--- src/rtl/pcrc_pkg.sv ---
package pcrc_pkg;
  localparam int REG_W = 16;

  typedef enum logic [1:0] {
    A_CTRL = 2'd0,
    A_TAPS = 2'd1,
    A_CRC  = 2'd2,
    A_DATA = 2'd3
  } addr_e;

  localparam int CTRL_START = 0;
  localparam int CTRL_CLR   = 1;
  localparam int ST_BUSY    = 0;
  localparam int ST_EMPTY   = 2;
  localparam int ST_FULL    = 3;
  localparam int ST_OVF     = 4;
  localparam int LEN_LSB    = 8;
endpackage

--- src/rtl/pcrc_step.sv ---
module pcrc_step #(
  parameter int CRC_W = 16,
  parameter int LEN_W = 4
) (
  input  logic [CRC_W-1:0] cur,
  input  logic [CRC_W-1:1] taps,
  input  logic [LEN_W-1:0] len,
  input  logic             din,
  output logic [CRC_W-1:0] nxt
);
  logic fb;
  assign fb     = din ^ cur[len];
  assign nxt[0] = fb;

  for (genvar n = 1; n < CRC_W; n++) begin : g_stage
    assign nxt[n] = (LEN_W'(n) <= len) ? (cur[n-1] ^ (taps[n] & fb)) : 1'b0;
  end
endmodule

--- src/rtl/pcrc_fifo.sv ---
module pcrc_fifo #(
  parameter int W     = 8,
  parameter int DEPTH = 8
) (
  input  logic         clk,
  input  logic         rst,
  input  logic         push,
  input  logic [W-1:0] wdata,
  input  logic         pop,
  output logic [W-1:0] rdata,
  output logic         full,
  output logic         empty,
  input  logic         clr_ovf,
  output logic         ovf
);
  localparam int AW = $clog2(DEPTH);

  logic [W-1:0] mem [DEPTH];
  logic [AW:0]  wp, rp;
  logic         do_push, do_pop;

  assign empty   = (wp == rp);
  assign full    = (wp[AW] != rp[AW]) && (wp[AW-1:0] == rp[AW-1:0]);
  assign do_push = push && !full;
  assign do_pop  = pop && !empty;
  assign rdata   = mem[rp[AW-1:0]];

  always_ff @(posedge clk) begin
    if (do_push) mem[wp[AW-1:0]] <= wdata;
  end

  always_ff @(posedge clk) begin
    if (rst) begin
      wp  <= '0;
      rp  <= '0;
      ovf <= 1'b0;
    end else begin
      if (do_push) wp <= wp + 1'b1;
      if (do_pop)  rp <= rp + 1'b1;
      if (push && full)  ovf <= 1'b1;
      else if (clr_ovf)  ovf <= 1'b0;
    end
  end

  a_r5_full_xor_empty: assert property (@(posedge clk) disable iff (rst)
    !(full && empty));
  a_r5_ovf_sticky: assert property (@(posedge clk) disable iff (rst)
    (ovf && !clr_ovf) |=> ovf);
  a_r5_drop_when_full: assert property (@(posedge clk) disable iff (rst)
    (push && full) |=> $stable(wp) && ovf);
endmodule

--- src/rtl/pcrc_seq.sv ---
module pcrc_seq #(
  parameter int DATA_W = 8
) (
  input  logic              clk,
  input  logic              rst,
  input  logic              start,
  input  logic              fifo_empty,
  input  logic [DATA_W-1:0] fifo_word,
  output logic              pop,
  output logic              shift_en,
  output logic              shift_bit,
  output logic              busy,
  output logic              irq
);
  localparam int CW = $clog2(DATA_W + 1);

  logic [DATA_W-1:0] word_q;
  logic [CW-1:0]     cnt_q;
  logic              have_q;

  assign pop       = busy && !have_q && !fifo_empty;
  assign shift_en  = busy && have_q;
  assign shift_bit = word_q[DATA_W-1];

  always_ff @(posedge clk) begin
    if (rst) begin
      busy   <= 1'b0;
      have_q <= 1'b0;
      irq    <= 1'b0;
      cnt_q  <= '0;
      word_q <= '0;
    end else begin
      irq <= 1'b0;
      if (!busy) begin
        if (start) busy <= 1'b1;
      end else if (have_q) begin
        word_q <= word_q << 1;
        cnt_q  <= cnt_q - 1'b1;
        if (cnt_q == CW'(1)) have_q <= 1'b0;
      end else if (!fifo_empty) begin
        word_q <= fifo_word;
        cnt_q  <= CW'(DATA_W);
        have_q <= 1'b1;
      end else begin
        busy <= 1'b0;
        irq  <= 1'b1;
      end
    end
  end

  a_r6_irq_one_cycle: assert property (@(posedge clk) disable iff (rst)
    irq |=> !irq);
  a_r6_irq_idle: assert property (@(posedge clk) disable iff (rst)
    irq |-> !busy);
  a_r3_shift_needs_busy: assert property (@(posedge clk) disable iff (rst)
    shift_en |-> busy);
  a_r3_pop_then_shift: assert property (@(posedge clk) disable iff (rst)
    pop |=> shift_en);
  a_r6_done_from_empty: assert property (@(posedge clk) disable iff (rst)
    (busy && !shift_en && fifo_empty) |=> irq);
endmodule

--- src/rtl/pcrc_top.sv ---
module pcrc_top import pcrc_pkg::*; #(
  parameter int CRC_W      = 16,
  parameter int DATA_W     = 8,
  parameter int FIFO_DEPTH = 8
) (
  input  logic             clk,
  input  logic             rst,
  input  logic             bus_we,
  input  logic [1:0]       bus_addr,
  input  logic [REG_W-1:0] bus_wdata,
  input  logic [1:0]       bus_raddr,
  output logic [REG_W-1:0] bus_rdata,
  output logic [CRC_W-1:0] crc_value,
  output logic             busy,
  output logic             fifo_full,
  output logic             fifo_empty,
  output logic             overflow,
  output logic             irq
);
  localparam int LEN_W = $clog2(CRC_W);

  logic [CRC_W-1:0] crc_q, step_out, len_mask, wr_mask;
  logic [CRC_W-1:1] taps_q;
  logic [LEN_W-1:0] len_q, len_wr;
  logic [REG_W-1:0] status_w;
  logic [DATA_W-1:0] fifo_word;
  logic wr_ctrl, wr_taps, wr_crc, wr_data, start, clr_ovf;
  logic pop, shift_en, shift_bit;

  assign wr_ctrl = bus_we && (bus_addr == A_CTRL);
  assign wr_taps = bus_we && (bus_addr == A_TAPS);
  assign wr_crc  = bus_we && (bus_addr == A_CRC);
  assign wr_data = bus_we && (bus_addr == A_DATA);
  assign start   = wr_ctrl && bus_wdata[CTRL_START];
  assign clr_ovf = wr_ctrl && bus_wdata[CTRL_CLR];
  assign len_wr  = bus_wdata[LEN_LSB +: LEN_W];

  always_comb begin
    for (int i = 0; i < CRC_W; i++) begin
      len_mask[i] = (LEN_W'(i) <= len_q);
      wr_mask[i]  = (LEN_W'(i) <= len_wr);
    end
  end

  pcrc_fifo #(.W(DATA_W), .DEPTH(FIFO_DEPTH)) u_fifo (
    .clk(clk), .rst(rst), .push(wr_data), .wdata(bus_wdata[DATA_W-1:0]),
    .pop(pop), .rdata(fifo_word), .full(fifo_full), .empty(fifo_empty),
    .clr_ovf(clr_ovf), .ovf(overflow)
  );

  pcrc_seq #(.DATA_W(DATA_W)) u_seq (
    .clk(clk), .rst(rst), .start(start), .fifo_empty(fifo_empty),
    .fifo_word(fifo_word), .pop(pop), .shift_en(shift_en),
    .shift_bit(shift_bit), .busy(busy), .irq(irq)
  );

  pcrc_step #(.CRC_W(CRC_W), .LEN_W(LEN_W)) u_step (
    .cur(crc_q), .taps(taps_q), .len(len_q), .din(shift_bit), .nxt(step_out)
  );

  always_ff @(posedge clk) begin
    if (rst) begin
      crc_q  <= '0;
      taps_q <= '0;
      len_q  <= LEN_W'(CRC_W - 1);
    end else if (shift_en) begin
      crc_q <= step_out;
    end else if (!busy) begin
      if (wr_crc) crc_q <= bus_wdata[CRC_W-1:0] & len_mask;
      if (wr_taps) taps_q <= bus_wdata[CRC_W-1:1];
      if (wr_ctrl) begin
        len_q <= len_wr;
        crc_q <= crc_q & wr_mask;
      end
    end
  end

  assign crc_value = crc_q;

  always_comb begin
    status_w = '0;
    status_w[ST_BUSY]  = busy;
    status_w[ST_EMPTY] = fifo_empty;
    status_w[ST_FULL]  = fifo_full;
    status_w[ST_OVF]   = overflow;
    status_w[LEN_LSB +: LEN_W] = len_q;
  end

  always_ff @(posedge clk) begin
    if (rst) begin
      bus_rdata <= '0;
    end else begin
      case (bus_raddr)
        A_CTRL:  bus_rdata <= status_w;
        A_TAPS:  bus_rdata <= REG_W'({taps_q, 1'b0});
        A_CRC:   bus_rdata <= REG_W'(crc_q);
        default: bus_rdata <= '0;
      endcase
    end
  end

  a_r4_upper_zero: assert property (@(posedge clk) disable iff (rst)
    (crc_q & ~len_mask) == '0);
  a_r7_crc_locked: assert property (@(posedge clk) disable iff (rst)
    (busy && !shift_en) |=> $stable(crc_q));
  a_r7_cfg_locked: assert property (@(posedge clk) disable iff (rst)
    busy |=> ($stable(len_q) && $stable(taps_q)));
  a_r3_idle_hold: assert property (@(posedge clk) disable iff (rst)
    (!busy && !bus_we) |=> $stable(crc_q));
endmodule

--- config.mk ---
export PLATFORM = sky130hd
export DESIGN_NAME = pcrc_top
export DESIGN_NICKNAME = d
export VERILOG_FILES = /design/src/rtl/pcrc_pkg.sv /design/src/rtl/pcrc_step.sv /design/src/rtl/pcrc_fifo.sv /design/src/rtl/pcrc_seq.sv /design/src/rtl/pcrc_top.sv
export SDC_FILE = /design/constraint.sdc
export NUM_CORES = 1
export LEC_CHECK = 0
export ABC_AREA = 1
export BUFFER_PORTS_ARGS = -buffer_cell sky130_fd_sc_hd__buf_2
export CORE_MARGIN = 10
export CORE_UTILIZATION = 55
export CTS_BUF_LIST = sky130_fd_sc_hd__clkbuf_8 sky130_fd_sc_hd__clkbuf_16
export DETAILED_ROUTE_END_ITERATION = 10
export PLACE_DENSITY = 0.75
export SKIP_LAST_GASP = 1
export SLEW_MARGIN = 20
export SYNTH_ARGS = -nofsm -noshare
export SYNTH_HDL_FRONTEND = slang
export SYNTH_SLANG_ARGS = --single-unit
--- constraint.sdc ---
create_clock -name clk -period 2.84 [get_ports clk]
set_input_delay 0.284 -clock clk [delete_from_list [all_inputs] [get_ports clk]]
set_output_delay 0.284 -clock clk [all_outputs]
set_load 0.05 [all_outputs]
# Yosys cells after proc, flatten, opt, wreduce, memory -nomap -nowiden
# Memory sizes are Yosys's and may differ from the RTL's. A register that Yosys moved wholly into a read port is not among the register bits.
# Index checks and enable logic that the tools add are counted.
# totals
ramBits,64
register_bits,75
output_inout_bits,37
memories,1
wordCells,159
# op_classes
bitwise,35
n_lt_le_gt_ge,33
n_eq_ne,11
n_reduce_logical,25
mux,39
n_addsub,3
# memory_table
name,words,width,read_ports,rd_ports_with_merged_regs,wr,line_no,source
u_fifo.mem,8,8,1,1,1,pcrc_fifo.sv:18,logic [W-1:0] mem [DEPTH];
# ops
operator,n
<= comparator 4 bit (first input constant),16
2-to-1 mux 16 bit,4
one-hot mux 16 bit (3 select lines),1
bitwise AND 16 bit,2
<= comparator 3 x 4 -> 1 bit (first input constant),8
2-to-1 mux 1 bit,27
<= comparator 1 x 4 -> 1 bit (first input constant),4
<= comparator 2 x 4 -> 1 bit (first input constant),4
2-to-1 mux 8 bit,2
bitwise XOR 1 bit,16
bitwise AND 1 bit,15
logical AND 1 bit,13
adder 4 x 1 -> 4 bit (second input constant),2
2-to-1 mux 4 bit,2
== test 2 bit (second input constant),3
2-to-1 mux 3 bit,2
AND reduction 3 bit,2
< comparator 4 x 5 -> 1 bit (second input constant),1
binary-select mux 1 bit (select 4 bit),1
== test 2 x 1 -> 1 bit (second input constant),2
== test 4 x 1 -> 1 bit (second input constant),1
== test 4 bit,1
zero test 2 bit,2
AND reduction 2 bit,2
10 further kinds,13

# Depth between registers and ports, before layout
# Gate-level depths: netlist of the first run.
# logic_depth
depth_word,7
depth_mapped,16
mapped_depth_nobuf,14

# By module
# Synthesis of the first run repeated with hierarchy kept, for this count alone.
# hier_totals
cells_unflattened,869
area_unflattened_um2,7003.0
# modules_own_cells
mod,seq_area_each_um2,area_per_inst_um2,cells_per_inst,instances
pcrc_fifo,2162.1,3164.3,263,1
pcrc_top,1021.0,2519.9,377,1
pcrc_seq,300.3,689.4,89,1
pcrc_step,0.0,629.4,140,1

# Worst setup path before layout of the first run
# No wires, ideal clock.
# synth_path
path_kind,register -> register
from,register u_fifo.wp[0]
to,register u_seq.word_q[5]
arrival_time_ps,1864
t_required_ps,2718
stages_incl_launch_ff,11
slack_ps,855
path_cell_list,dfxtp_1 > xor2_1 > nor2_1 > nand2_1 > nor2_2 > nand2_1 > nand2_2 > inv_1 > buf_4 > o21ai_0 > a21oi_1
# synth_via
elab_chain_cells,3
# synth_lines
item,line_no,source
start: declaration,pcrc_fifo.sv:19,"logic [AW:0] wp, rp;"
start signal: assignment,pcrc_fifo.sv:38,if (do_push) wp <= wp + 1'b1;
== test 4 bit,pcrc_fifo.sv:22,assign empty = (wp == rp);
named net fifo_empty,pcrc_top.sv:16,"output logic fifo_empty,"
!= test 2 x 1 -> 1 bit (no source line),-,
AND reduction 2 bit (no source line),-,
end signal: assignment,pcrc_seq.sv:37,word_q <= word_q << 1;
end signal: assignment,pcrc_seq.sv:41,word_q <= fifo_word;
end: declaration,pcrc_seq.sv:17,logic [DATA_W-1:0] word_q;
# The timed path passes the listed nets, and every way through them passes these cells.
# A chain may end at the register's enable or synchronous reset.

# Worst setup path after layout of the first run
# layout_path
from,register u_fifo.wp[2]
to,"memory u_fifo.mem[4][4], enable pin"
# layout_via
elab_chain_cells,6
# layout_lines
item,line_no,source
== test 3 bit,pcrc_fifo.sv:23,assign full = (wp[AW] != rp[AW]) && (wp[AW-1:0] == rp[AW-1:0]);
logical AND 1 bit,pcrc_fifo.sv:23,
zero test 1 bit,pcrc_fifo.sv:24,assign do_push = push && !full;
logical AND 1 bit,pcrc_fifo.sv:24,
2-to-1 mux 1 bit,pcrc_fifo.sv:29,if (do_push) mem[wp[AW-1:0]] <= wdata;
2-to-1 mux 1 bit (not written as such),pcrc_fifo.sv:29,
end: declaration,pcrc_fifo.sv:18,
# Several ways; a longest one is shown, not always the timed one.

==> results of run 1 <==
cells by family (layout without fill, tap and decap cells):
group | count (synthesis) | count (layout) | synth area share (%)
adder cells (fa/ha/maj) | 4 | 4 | 0.748
buffers and inverters | 112 | 179 | 7.05
XOR/XNOR | 5 | 5 | 0.655
AO/OA/AOI/OAI | 200 | 200 | 17.6
flip-flops | 142 | 142 | 52.1
multiplexers | 7 | 7 | 1.05
AND/OR/NAND/NOR | 308 | 308 | 20.8
layer usage:
metal | vias to the layer above | GRT usage [%] | part of all wire (%)
met5 | - | 0 | 0
met4 | 0 | 8.73 | 2.6
met3 | 49 | 7.63 | 11
met2 | 349 | 33.4 | 45
met1 | 2758 | 29.0 | 41
li1 | 2776 | - | -
power groups by stage:
stage / Clock [mW] / Sequential (mW) / Combinational (mW)
global placement: 0 / 2.28 / 0.443
global route: 2.16 / 2.24 / 0.494
CTS: 2.07 / 2.24 / 0.450
floorplan: 0 / 2.35 / 0.235
detailed placement: 0 / 2.28 / 0.447
finish: 2.06 / 2.24 / 0.457
Yosys cell counts:
cell type | count | area share, %
o21ai_1 | 1 | 0.075
a21oi_2 | 10 | 1.3
inv_4 | 1 | 0.094
nor2_2 | 3 | 0.28
buf_6 | 3 | 0.51
buf_2 | 5 | 0.37
edfxtp_1 | 64 | 29
nand2_1 | 136 | 7.6
inv_1 | 70 | 3.9
inv_2 | 4 | 0.22
buf_4 | 2 | 0.22
o221ai_1 | 10 | 1.3
nor3_1 | 10 | 0.75
buf_1 | 1 | 0.056
o21ai_0 | 86 | 6.4
a211oi_1 | 5 | 0.56
nand2_2 | 6 | 0.56
o31ai_1 | 1 | 0.11
o211ai_1 | 5 | 0.56
o32ai_1 | 11 | 1.4
xnor2_1 | 1 | 0.13
nor3b_1 | 2 | 0.22
or2_2 | 2 | 0.19
xor2_1 | 4 | 0.52
a221oi_1 | 3 | 0.39
clkbuf_2 | 1 | 0.075
buf_8 | 1 | 0.22
clkbuf_1 | 24 | 1.3
nor2_1 | 89 | 5.0
nand3_1 | 38 | 2.8
ha_1 | 4 | 0.75
a31oi_1 | 5 | 0.47
nand3_2 | 18 | 2.7
dfxtp_1 | 78 | 23
a21oi_1 | 58 | 4.3
o21a_1 | 1 | 0.11
mux2i_1 | 7 | 1.0
o2111ai_1 | 1 | 0.13
nor4_1 | 1 | 0.094
a311oi_1 | 3 | 0.39
nand2_4 | 3 | 0.51
through the flow:
| step | std cells | setup WS (ns) | utilization, % | power (mW) | area [sq um] |
|---|---|---|---|---|---|
| detailed placement | 960 | 0.629 | 59.2 | 2.73 | 7080 |
| finish | 992 | 0.571 | 63.8 | 4.75 | 7630 |
| CTS | 992 | 0.593 | 63.8 | 4.76 | 7630 |
| floorplan | 778 | 0.855 | - | 2.58 | 6690 |
| global placement | 960 | 0.657 | 59.2 | 2.72 | 7080 |
| global route | 992 | 0.393 | 63.8 | 4.90 | 7630 |
registers in the layout, summed over array words and instances (netlist names), 8 cells and up, named ones only:
register	cells
u_seq.word_q	8
bus_rdata	16
crc_value	15
taps_q	15
u_fifo.mem	64
cell type report:
| cell class | instances | area, sq um | area share [%] |
|---|---|---|---|
| clock buffers | 18 | 439 | 5.76 |
| clock inverters | 14 | 108 | 1.41 |
| inverters | 75 | 284 | 3.72 |
| multi-input cells | 524 | 2740 | 35.9 |
| flip-flops and latches | 142 | 3480 | 45.7 |
| well taps | 147 | 184 | 2.41 |
| repair buffers | 72 | 393 | 5.15 |
worst paths after layout:
check | from | to | cells past startpoint
worst max-delay path | u_fifo.wp[2]$_SDFFE_PP0P_ | u_fifo.mem[4][4]$_DFFE_PP_ | 6
worst min-delay path | bus_wdata[14] | taps_q[14]$_SDFFE_PP0P_ | 3
worst max register to register | u_fifo.wp[2]$_SDFFE_PP0P_ | u_fifo.mem[4][4]$_DFFE_PP_ | 6
worst min register to register | u_seq.cnt_q[1]$_SDFFE_PP0P_ | u_seq.cnt_q[1]$_SDFFE_PP0P_ | 2
worst register-to-register path: stages, from the launching register on:
cell	delay, ns
dfxtp_1	0.42
xor2_1	0.17
inv_1	0.07
nand3_1	0.11
nand2_1	0.12
or2_2	0.35
nor2_1	0.65
cell usage in the layout (no fill, tap or decap), types with 11 or more instances in the layout:
| cell | synthesis | final |
|---|---|---|
| clkbuf_16 | 0 | 17 |
| buf_4 | 2 | 13 |
| nand3_1 | 38 | 38 |
| edfxtp_1 | 64 | 64 |
| o21ai_0 | 86 | 86 |
| nor2_1 | 89 | 89 |
| o32ai_1 | 11 | 11 |
| a21oi_1 | 58 | 58 |
| nand2_1 | 136 | 136 |
| nand3_2 | 18 | 18 |
| buf_2 | 5 | 59 |
| dfxtp_1 | 78 | 78 |
| inv_1 | 70 | 73 |
==> impl_metrics.yaml, run 1 <==
routing:
  postRouteWirelength_mm: 18.4
  vias: 5932
  via_per_inst: 5.98
  ant_nets: 0
  drc_errors: 0
  drtPass1Iterations: 7
  first_iter_violations: 788
  wire_per_inst_um: 18.6
logic_synthesis:
  synth-seq-cells: 142
  synth_nets: 805
  ys_warn_count: 0
  ys_types: 41
  netlist_area_sq_um: 6690
  avgSynthCellArea_sq_um: 8.60
  synthCells: 778
  seq_area_frac_synth_pct: 52.1
power:
  p_sw_share_pct: 26.3
  vdd_drop_max_mv: 0.344
  p_leak_nw: 3.17
  power.share.sequential_pct: 47.1
  p_sw_mw: 1.25
  internal_power_mw: 3.51
  combPwrFrac_pct: 9.6
  power_frac_clock_pct: 43.2
  power_density_nw_per_um2: 623
status:
  status: "completed"
timing:
  fmax_mhz: 441
  period_minus_slack_ns: 2.27
  finalSetupViolCount: 0
  final_hold_viol_count: 0
  worst_slew_pin_slew_ns: 0.885
  fin_worst_hold_slack_ns: 0.102
  drv_slew: 0
  fin_crit_sh_pct: 79.9
  timing.slew.headroom_pct: 40.8
  rsz0062_at_grt: "false"
  finClkSkew_ns: 0.00714
  fin_setup_tns_ns: 0
clock_tree:
  cts_setup_buffers: 0
  clk_pin_slew_worst_paths_ns: 0.06
  htreeDepth: 4
  root_buffer: "clkbuf_16"
  insertion_delay_ns: 0.43
  cts_tree: "built"
  cts_buffers: 17
  cts_max_path_buffers: 2
  hold_buffers: 0
  cts_resized: 0
  clkSinkCount: 142
die:
  dieWidth_um: 130
  dieArea_sq_um: 17000
  core_sq_um: 12000
  initial_core_util_pct: 55.9
  fp-row-count: 40
  die_h_um: 130
  io_pins: 60
worst_setup_path:
  crit_path_top_delay_cell: "nor2_1"
  cp-end-kind: "flip-flop"
  path_buf_inv: 1
  critPathRequiredTime_ns: 2.89
  path_max_fanout: 8
  worstPathCellList: "xor2_1 > inv_1 > nand3_1 > nand2_1 > or2_2 > nor2_1"
  crit_family: "simple AND/OR/NAND/NOR gates"
  start_kind: "flip-flop"
  arrival_ns: 2.32
  worstSetupPathType: "reg -> reg"
  critPathMaxStageDelay_ns: 0.65
  r2r_setup_slack_ns: 0.57
place:
  port_buffers: 59
  hpwl_mm: 12.6
  gp_congestion: 0.972
grt:
  antenna_found_initial: 0
  track_usage_pct: 22.3
  grt_pass1_vias: 5647
  grt_pass1_wl_mm: 29.4
  overflow: 0
  grt_max_degree: 49
cells_and_area:
  finalNetCount: 859
  drive_gt1_share_pct: 17.5
  area_growth_pct: 14.1
  num-fill-cells: 1005
  diodes: 0
flow_run:
  maxCapViolCount: 0
worst_hold_path:
  min_path_type: "in -> reg"
No activity file was read; power rests on OpenSTA's default activity.
==> inputs of run 2 (changes only) <==
--- a/config.mk
+++ b/config.mk
@@ -8,10 +8,10 @@
 export ABC_AREA = 1
 export BUFFER_PORTS_ARGS = -buffer_cell sky130_fd_sc_hd__buf_2
 export CORE_MARGIN = 10
-export CORE_UTILIZATION = 55
+export CORE_UTILIZATION = 54
 export CTS_BUF_LIST = sky130_fd_sc_hd__clkbuf_8 sky130_fd_sc_hd__clkbuf_16
 export DETAILED_ROUTE_END_ITERATION = 10
-export PLACE_DENSITY = 0.75
+export PLACE_DENSITY = 0.76
 export SKIP_LAST_GASP = 1
 export SLEW_MARGIN = 20
 export SYNTH_ARGS = -nofsm -noshare
==> constraint.sdc (replaced) <==
create_clock -name clk -period 1.9 [get_ports clk]
set_input_delay 0.19 -clock clk [delete_from_list [all_inputs] [get_ports clk]]
set_output_delay 0.19 -clock clk [all_outputs]
set_load 0.05 [all_outputs]
==> impl_metrics.yaml, run 2 (synthesis results as in run 1) <==
worst_setup_path:
  endpoint: "fifo_full"
  start_kind: "flip-flop"
  r2r_start: "u_fifo.wp[0]$_SDFFE_PP0P_"
  cp-startpoint: "u_fifo.wp[0]$_SDFFE_PP0P_"
  r2r_setup_slack_ns: 0.11
  path_max_fanout: 5
  ff2ff_path_depth: 10
  r2r-end: "u_seq.word_q[6]$_SDFFE_PP0P_"
  arrival_ns: 1.61
  cp-end-kind: "primary output"
  worstSetupPathType: "reg -> out"
  critPathRequiredTime_ns: 1.71
clock_tree:
  clk_pin_slew_worst_paths_ns: 0.06
  cts_max_path_buffers: 2
  clkSinkCount: 142
  root_buffer: "clkbuf_16"
  insertion_delay_ns: 0.43
  htreeDepth: 4
  cts_tree: "built"
  cts_buffers: 17
routing:
  postRouteWirelength_mm: 19.6
  via_per_inst: 5.89
  wire_per_inst_um: 18.6
  first_iter_violations: 823
  vias: 6204
  drc_errors: 0
  ant_nets: 0
  drtPass1Iterations: 6
flow_run:
  maxCapViolCount: 0
grt:
  overflow: 0
  grt_pass1_vias: 5969
  track_usage_pct: 21.9
  antenna_found_initial: 0
  grt_pass1_wl_mm: 30.8
  grt_max_degree: 35
cells_and_area:
  diodes: 0
  finalNetCount: 900
  final_common_cell: "nand2_1"
  area_growth_pct: 21.3
  largest_reg_flops: 64
  multi_input_area_sq_um: 2770
  regArea_sq_um: 3490
  drive_gt1_share_pct: 22.8
  num-fill-cells: 961
  layout_common_cells: "136 x nand2_1, 87 x nor2_1, 83 x o21ai_0"
  stdcell_area_sq_um: 8110
timing:
  drv_slew: 0
  fin_setup_tns_ns: 0
  worst_slew_pin_slew_ns: 0.506
  timing.slew.headroom_pct: 66.2
  finalSetupViolCount: 0
  fmax_mhz: 557
  final_hold_viol_count: 0
  period_minus_slack_ns: 1.80
  finClkSkew_ns: 0.00814
  fin_crit_sh_pct: 94.6
status:
  status: "completed"
place:
  place_area_sq_um: 7380
  gp_congestion: 1.01
  hpwl_mm: 13.4
  port_buffers: 59
die:
  io_pins: 60
  die_h_um: 131
  dieWidth_um: 131
  core_sq_um: 12100
  dieArea_sq_um: 17200
  initial_core_util_pct: 55.4
  fp-row-count: 40
power:
  vdd_drop_max_mv: 0.676
  p_leak_nw: 3.44
  power_density_nw_per_um2: 941
worst_hold_path:
  min_path_type: "in -> reg"
run 2: cell count changes in the layout (fill, tap and decap cells not counted), moves of 3 or more:
cell | previous run | this run
dfxtp_2 | 0 | 9
o21ai_1 | 1 | 4
buf_4 | 13 | 48
dlygate4sd3_1 | 0 | 3
dfxtp_1 | 78 | 69
inv_1 | 73 | 69
clkinv_2 | 3 | 0
o21ai_0 | 86 | 83
run 2: area by class of cell:
type / count / area share (%)
clock buffer: 20 / 6.03
clock inverter: 12 / 1.74
inverter: 75 / 3.55
multi-input combinational: 524 / 34.2
sequential: 142 / 43.1
tap: 168 / 2.59
timing repair buffer: 113 / 8.79
run 2: worst max-delay path, cell delays in order (launching register included):
cell     delay [ns]
dfxtp_2        0.35
xor2_1         0.16
nor2_1         0.14
nand3_1        0.11
inv_1          0.13
buf_2          0.28
run 2: worst min path at each step:
stage,end,startpoint,slack (ns),cells after the start
finish,taps_q[15]$_SDFFE_PP0P_,bus_wdata[15],0.02,3
global route,taps_q[15]$_SDFFE_PP0P_,bus_wdata[15],0.03,3
CTS,taps_q[15]$_SDFFE_PP0P_,bus_wdata[15],0.003,3
detailed placement,taps_q[13]$_SDFFE_PP0P_,bus_wdata[13],0.43,3
global placement,taps_q[13]$_SDFFE_PP0P_,bus_wdata[13],0.43,3
floorplan,u_fifo.mem[0][0]$_DFFE_PP_,bus_wdata[0],0.29,0
run 2: metal layers:
metal,track usage [%],up-vias,share of wire (%)
met5,0,-,0
met4,7.11,0,1.6
met3,6.75,46,9.9
met2,33.9,353,46
met1,28.6,2942,42
li1,-,2863,-
run 2: through the flow:
step	utilization (%)	worst slack (ns)	instances	hold slack, ns	power, mW
floorplan	-	0.0253	778	0.289	3.87
global placement	61.2	0.125	1016	0.433	4.12
detailed placement	61.2	0.0567	1016	0.432	4.13
CTS	66.6	0.0323	1051	0.00252	7.63
global route	67.2	-0.0204	1054	0.0299	7.86
finish	67.2	0.103	1054	0.0163	7.63
run 2: timing repair:
item                                    4_1_cts  5_1_grt
setup buffers                                 0        3
endpoints found under the setup margin        0       63
hold buffers                                  3        0
resized for setup                             0       22
hold endpoints to repair                      3        0
run 2: power by group:
| group | total, mW | internal [mW] | leakage, nW | switching [mW] |
|---|---|---|---|---|
| Clock | 3.52 | 2.15 | 0.314 | 1.37 |
| Combinational | 0.781 | 0.216 | 1.91 | 0.564 |
| Sequential | 3.33 | 3.26 | 1.21 | 0.0651 |
